## src/rtl/psave_pkg.sv

```systemverilog
package psave_pkg;
  localparam int REG_W = 8;
  localparam int IDX_W = $clog2(REG_W);
  localparam int BIT_WDT = 6;
  localparam int BIT_NMI = 5;
  localparam int BIT_IRQ = 4;
  localparam int BIT_SLP = 1;
  localparam int N_SRC = 3;
  localparam logic [REG_W-1:0] WR_MASK =
    REG_W'((1 << BIT_WDT) | (1 << BIT_NMI) | (1 << BIT_IRQ) | (1 << BIT_SLP));
endpackage

```

## src/rtl/psave_wr_merge.sv

```systemverilog
module psave_wr_merge
  import psave_pkg::*;
(
  input  logic [REG_W-1:0] cur_i,
  input  logic             en_i,
  input  logic             bit_mode_i,
  input  logic [IDX_W-1:0] idx_i,
  input  logic [REG_W-1:0] data_i,
  output logic [REG_W-1:0] nxt_o
);
  for (genvar g = 0; g < REG_W; g++) begin : g_bit
    if (WR_MASK[g]) begin : g_rw
      logic sel, val;
      always_comb begin
        sel = bit_mode_i ? (idx_i == IDX_W'(g)) : 1'b1;
        val = bit_mode_i ? data_i[0] : data_i[g];
        nxt_o[g] = (en_i && sel) ? val : cur_i[g];
      end
    end else begin : g_rsv
      assign nxt_o[g] = 1'b0;
    end
  end
endmodule

```

## src/rtl/psave_wake.sv

```systemverilog
module psave_wake
  import psave_pkg::*;
(
  input  logic             sleep_i,
  input  logic [N_SRC-1:0] req_i,
  input  logic [N_SRC-1:0] mask_i,
  output logic             wake_o
);
  assign wake_o = sleep_i && |(req_i & ~mask_i);
endmodule

```

## src/rtl/psave_ctrl.sv

```systemverilog
module psave_ctrl
  import psave_pkg::*;
(
  input  logic             clk_i,
  input  logic             rst_ni,
  input  logic             wr_en_i,
  input  logic             wr_bit_i,
  input  logic [IDX_W-1:0] wr_idx_i,
  input  logic [REG_W-1:0] wr_data_i,
  input  logic             unlock_i,
  input  logic             wdt_nmi_i,
  input  logic             ext_nmi_i,
  input  logic             wake_irq_i,
  output logic [REG_W-1:0] rd_data_o,
  output logic             sleep_o,
  output logic             wake_o
);
  logic [REG_W-1:0] reg_q, reg_nxt;
  logic             wake_q, wake_now;

  psave_wr_merge u_merge (
    .cur_i      (reg_q),
    .en_i       (wr_en_i && unlock_i),
    .bit_mode_i (wr_bit_i),
    .idx_i      (wr_idx_i),
    .data_i     (wr_data_i),
    .nxt_o      (reg_nxt)
  );

  psave_wake u_wake (
    .sleep_i (reg_q[BIT_SLP]),
    .req_i   ({wdt_nmi_i, ext_nmi_i, wake_irq_i}),
    .mask_i  ({reg_q[BIT_WDT], reg_q[BIT_NMI], reg_q[BIT_IRQ]}),
    .wake_o  (wake_now)
  );

  // wake has priority over a write to the sleep bit
  always_ff @(posedge clk_i or negedge rst_ni) begin
    if (!rst_ni) begin
      reg_q  <= '0;
      wake_q <= 1'b0;
    end else begin
      reg_q <= reg_nxt;
      if (wake_now) reg_q[BIT_SLP] <= 1'b0;
      wake_q <= wake_now;
    end
  end

  assign rd_data_o = reg_q;
  assign sleep_o   = reg_q[BIT_SLP];
  assign wake_o    = wake_q;
endmodule

```

## config.mk

```make
export PLATFORM = sky130hd
export DESIGN_NAME = psave_ctrl
export DESIGN_NICKNAME = d
export VERILOG_FILES = /design/src/rtl/psave_pkg.sv /design/src/rtl/psave_wr_merge.sv /design/src/rtl/psave_wake.sv /design/src/rtl/psave_ctrl.sv
export SDC_FILE = /design/constraint.sdc
export NUM_CORES = 1
export LEC_CHECK = 0
export ABC_AREA = 1
export BUFFER_PORTS_ARGS = -buffer_cell sky130_fd_sc_hd__buf_2
export CORE_AREA = 5 5 42 44
export DETAILED_ROUTE_END_ITERATION = 12
export DIE_AREA = 0 0 47 49
export MAX_ROUTING_LAYER = met4
export PLACE_DENSITY = 0.6
export SYNTH_ARGS = -nofsm -noshare
export SYNTH_HDL_FRONTEND = slang
export SYNTH_SLANG_ARGS = --single-unit
```

## constraint.sdc

```tcl
create_clock -name clk_i -period 1.5 [get_ports clk_i]
set_clock_uncertainty 0.2 [all_clocks]
set_input_delay 0.075 -clock clk_i [delete_from_list [all_inputs] [get_ports clk_i]]
set_output_delay 0.075 -clock clk_i [all_outputs]
set_load 0.01 [all_outputs]
```

==> run metrics, run 1 <==
synthesized cell area=392 sq um; crit-path leading delay family=buffers and inverters; clock edge transition at the registers on the reported setup and hold paths=0.04 ns; Peak VDD IR=373 uV; min Tclk post-route=1.15 ns; Seq pwr share=35.5%; 1st-pass router iterations=3; synth top area cells=dfrtp_1 (32%), nand2_1 (15%), inv_1 (12%), buf_4 (9.6%), nand3_1 (7.7%); clock buffer count from CTS=3; largest net degree at the start of global routing=10; FP Rows=14; Internal Pwr Total=0.360 mW; GRT Total Usage=8.78%; fin crit share=76.5%; CTS root buffer=clkbuf_4; status=complete, no violations; Final #Nets=111; Syn Area/Cell=6.42 sq um; fillcell total=161; GPL Wtd Cong=0.711; setup_tns=0 ns; crit end category=async pin; clock latency on the worst-skew pair=0.24 ns; port bufs=21; Final Power=0.542 mW; Iter 0 DRT Violations=7; setup repair bufs after CTS=0; most common cell after layout, fill and taps aside=buf_2; routed vias=422; crit path launch type=input pin; switching pwr=0.182 mW; Die Y=49 microns; Layout area overhead=49.5%; Logic pwr share=35.5%; drt wl/cell=8.13 microns; Slew Limit Fails=0; sequential area share after synthesis=31.9%; crit-path max cell delay=0.68 ns; post-synth top area share=31.9%; max_cap viols=0; Antenna Diode Count=0; worst path bufs/invs=3; Initial Util=27.9%; grt total ovfl=0; Hold Violations, Final=0; Pleak=0.361 nW; Worst Path Max Fanout=5; Worst Hold Class=input pin to register; DP HPWL=683 microns; most frequent cells in the layout=buf_2 (21), nand2_1 (16), inv_1 (12); WS Path Type=input pin to async pin; CTS tree=done; vias in the first global route=336; final WL=870 microns; Vias/cell=3.94; crit-path cells=dlygate4sd3_1 -> buf_2 -> dlygate4sd3_1; die width=47 microns; max frequency=0.871 GHz; core area=0.00140 sq mm; first-pass GRT wire length=1370 microns; layout cells sized above 1=31.9%; CP arrival=1.37 ns; Crit path required time=1.72 ns; Yosys top cell by area=dfrtp_1; Routed Antenna Nets=0; Cells after Synth=61; Clk network pwr share=28.9%; CTS Buffer Depth=2; Synth cell types=14; slowest CP cell=dlygate4sd3_1; initial antenna violation count=0; clock sink total=5; RSZ-0062 raised after global routing=no; Final setup viols=0; Power Dens Cells=925 mW/mm^2; Yosys reg bits=5; most used cell, CP=dlygate4sd3_1; # DRC=0; Ports=29; Ys Warns=0; switching part of the total=33.6%; hold_ws=0.0282 ns; CTS H-tree lvls=1; Total Die Area=0.00230 sq mm
[cells by family (layout without fill, tap and decap cells)]
logic type	Yosys count	in the layout	synth area share, %
and+or+nand+nor	32	32	36.4
buffers and inverters	19	46	25.6
DFF	5	5	31.9
AOI/OAI and AO/OA	4	4	5.11
other	1	4	0.958
[worst reg2reg max path: cells and delay by family (launching register included)]
family	cells	cell delay [ns]
DFF	1	0.39
and+or+nand+nor	5	0.30
buffers and inverters	1	0.06
[cells in the mapped netlist]
master	number
conb_1	1
dfrtp_1	5
o21ai_1	1
nor2_1	6
a21oi_1	1
buf_6	1
inv_4	1
inv_1	12
nand2_1	16
nand3_1	6
o21ai_0	2
nand2_4	1
nor2_2	3
buf_4	5
[flip-flops by register name (all words and copies together) (netlist names)]
| signal | count |
|---|---|
| wake_o | 1 |
| rd_data_o | 4 |
[per-stage QoR]
step           area (sq um)  util [%]  cells  worst slack, ns
2_1_floorplan           403         -     64            0.454
3_3_place_gp            479      34.2     95            0.453
3_5_place_dp            479      34.2     95            0.442
4_1_cts                 586      41.8    107            0.340
5_1_grt                 586      41.8    107            0.295
6_report                586      41.8    107            0.352
[path summary, 6_finish.rpt]
path                              startpoint      endpoint  slack, ns  depth (start not counted)
max in group clk_i                 wdt_nmi_i  rd_data_o[1]       0.42                          7
worst min register to register  rd_data_o[5]  rd_data_o[5]       0.32                          2
worst min-delay path            wr_data_i[0]  rd_data_o[5]       0.03                          5
worst max register to register  rd_data_o[6]  rd_data_o[1]       0.44                          6
worst max-delay path                  rst_ni  rd_data_o[1]       0.35                          3
min in group asynchronous             rst_ni  rd_data_o[6]       0.55                          3
[cell type report]
| class | count | area [sq um] | share of cell area (%) |
|---|---|---|---|
| inverters | 13 | 51.3 | 8.76 |
| flip-flops and latches | 5 | 125 | 21.4 |
| clock buffers | 4 | 26.3 | 4.49 |
| well taps | 16 | 20.0 | 3.42 |
| multi-input cells | 40 | 178 | 30.3 |
| repair buffers | 29 | 185 | 31.6 |
[power groups by stage]
stage,clock [mW],combinational [mW],sequential (mW)
after floorplan,0,0.109,0.209
after global placement,0,0.177,0.194
after detailed placement,0,0.178,0.195
after CTS,0.163,0.195,0.193
after global routing,0.179,0.218,0.199
final,0.157,0.193,0.192
[timing repair]
| item | CTS | global route |
|---|---|---|
| gates resized for setup | 0 | 0 |
| endpoints found under the setup margin | 0 | 0 |
| hold buffers | 8 | 0 |
| hold endpoints to repair | 9 | 0 |
[metal layers]
layer,share of wire (%),up-vias,GRT usage [%]
met5,0,-,-
met4,0,0,2.76
met3,10,0,6.64
met2,51,17,13.1
met1,38,175,8.71
li1,-,230,-
Note: power is estimated with default switching activity, not from simulation.
==> inputs of run 2 (changes only) <==
- PLACE_DENSITY: 0.6 -> 0.62
- clock period: 1.5 -> 1.03 ns (I/O delays scaled with it)
==> run 2 against run 1 <==
Net effect:
- the run now ends with negative hold slack, negative setup slack left
- via count down 6.9%
- cell area up 5.1%
- clock power up 36%
- critical path depth down 1
- first-iteration DRC count down 57%
- sequential power up 44%
- wire length down 4.7%
- total power up 61%
- utilization up 2.1 points
- flip-flop and latch count unchanged
- non-clock buffer count down 1
- die area unchanged
- largest power group unchanged
==> run metrics, run 2 (synthesis gave the netlist of run 1 again) <==
CTS tree=done; most frequent cells in the layout=buf_2 (16), nand2_1 (14), inv_1 (12); Die Y=49 microns (unchanged); clock latency on the worst-skew pair=0.23 ns (about the same); vias in the first global route=370 (+10%); FF-to-FF End=rd_data_o[1]; clock edge transition at the registers on the reported setup and hold paths=0.04 ns (about the same); Final #Nets=110 (-0.90%); CP arrival=0.84 ns (-0.53 ns); Pleak=0.373 nW (+3.2%); FF-to-FF Start=rd_data_o[5]; layout cells sized above 1=38.9% (+7.0 points); GRT Total Usage=8.06% (-0.73 points); Total Die Area=0.00230 sq mm (unchanged); CTS H-tree lvls=1 (unchanged); Worst Path Max Fanout=2 (-3); Finished Cell Area=616 sq um (+5.1%); largest net degree at the start of global routing=10 (unchanged); failing checks=negative hold slack, negative setup slack; Crit. Startpoint=rd_data_o[5]; fin crit share=106%; placed cell areas=502 sq um (+4.7%); clock buffer count from CTS=3 (unchanged); Hold Buf Count CTS=4 (-4); RSZ-0062 raised after global routing=yes; initial antenna violation count=0 (unchanged); Antenna Diode Count=0 (unchanged); Layout area overhead=57.2%; CTS root buffer=clkbuf_4; first-pass GRT wire length=1320 microns (-3.6%); 1st-pass router iterations=3 (unchanged); max_cap viols=0 (unchanged); crit end category=primary output; DP HPWL=678 microns (-0.64%); Slew Limit Fails=0 (unchanged); Crit path required time=0.78 ns (-0.94 ns); Vias/cell=3.71 (-6.0%); FP Rows=14 (unchanged); R2R cell count=6 (unchanged); status=finished with violations; r2r setup slk=-0.01 ns (-0.45 ns); max frequency=0.913 GHz; WS Path Type=register to primary output; drt wl/cell=7.82 microns (-3.8%); port bufs=21 (unchanged); Ports=29 (unchanged); final WL=829 microns (-4.7%); Worst Hold Class=input pin to register; area of the multi-input gates=186 sq um (+4.9%); CTS Buffer Depth=2 (unchanged); Power Dens Cells=1410 mW/mm^2 (+53%); Hold Violations, Final=7 (+7); Final setup viols=5 (+5); Initial Util=27.9% (unchanged); grt total ovfl=0 (unchanged); fillcell total=153 (-5.0%); # DRC=0 (unchanged); Routed Antenna Nets=0 (unchanged); Critical Path End=rd_data_o[5]; Final Worst Setup Slack=-0.0650 ns (-0.418 ns); Peak VDD IR=465 uV (+25%); GPL Wtd Cong=0.718 (+0.97%); core area=0.00140 sq mm (unchanged); Iter 0 DRT Violations=3 (-4); routed vias=393 (-6.9%); Reg area=125 sq um (unchanged); most common cell after layout, fill and taps aside=buf_2; min Tclk post-route=1.10 ns; Post-Route Utilization=43.9% (+2.1 points); hold_ws=-0.0583 ns (-0.0865 ns); clock sink total=5 (unchanged); max reg flops=4 (unchanged); crit path launch type=register; die width=47 microns (unchanged)
-- run 2: worst min path at each step --
stage	start	end	slack [ns]	cells after the start
after floorplan	rst_ni	rd_data_o[1]	-0.44	0
after global placement	rst_ni	wake_o	-0.33	1
after detailed placement	rst_ni	wake_o	-0.33	1
after CTS	rst_ni	rd_data_o[1]	-0.05	2
after global routing	rst_ni	wake_o	-0.02	2
final	wake_irq_i	wake_o	-0.06	5
-- run 2: stage by stage --
stage | instances | TNS (ns) | worst slack (ns) | hold slack [ns] | total power, mW
2_1_floorplan | 64 | -0.00828 | -0.00828 | -0.444 | 0.463
3_3_place_gp | 98 | 0 | 0.00966 | -0.334 | 0.570
3_5_place_dp | 98 | 0 | 0.00219 | -0.331 | 0.575
4_1_cts | 108 | -0.271 | -0.0803 | -0.0518 | 0.883
5_1_grt | 106 | -0.453 | -0.0969 | -0.0229 | 0.932
6_report | 106 | -0.192 | -0.0650 | -0.0583 | 0.870
-- run 2: what timing repair did --
action | CTS | global route
endpoints found under the hold margin | 9 | 6
pin swaps | 1 | 5
endpoints found under the setup margin | 6 | 10
buffers inserted | 2 | 0
gates resized for setup | 9 | 3
-- run 2: layout make-up --
class,count,area share [%]
clock buffer,4,4.27
inverter,13,8.33
multi-input combinational,40,30.3
sequential,5,20.3
tap,16,3.25
timing repair buffer,28,33.5
-- run 2: layer usage --
metal | global-route usage, % | up-vias | wire (microns)
met5 | - | - | 0
met4 | 6.91 | 0 | 0
met3 | 1.48 | 0 | 84
met2 | 11.3 | 16 | 392
met1 | 9.38 | 149 | 351
li1 | - | 228 | -
-- run 2: critical path, cell delays in order, from the launching register on --
cell and delay (ns):
dfrtp_1 0.38, buf_6 0.12, buf_6 0.11
-- run 2: where the power goes --
part	leakage (nW)	switching (mW)	internal, mW
clock network	0.0150	0.0677	0.146
logic	0.294	0.177	0.203
registers	0.0637	0.0307	0.246
total	0.373	0.275	0.595
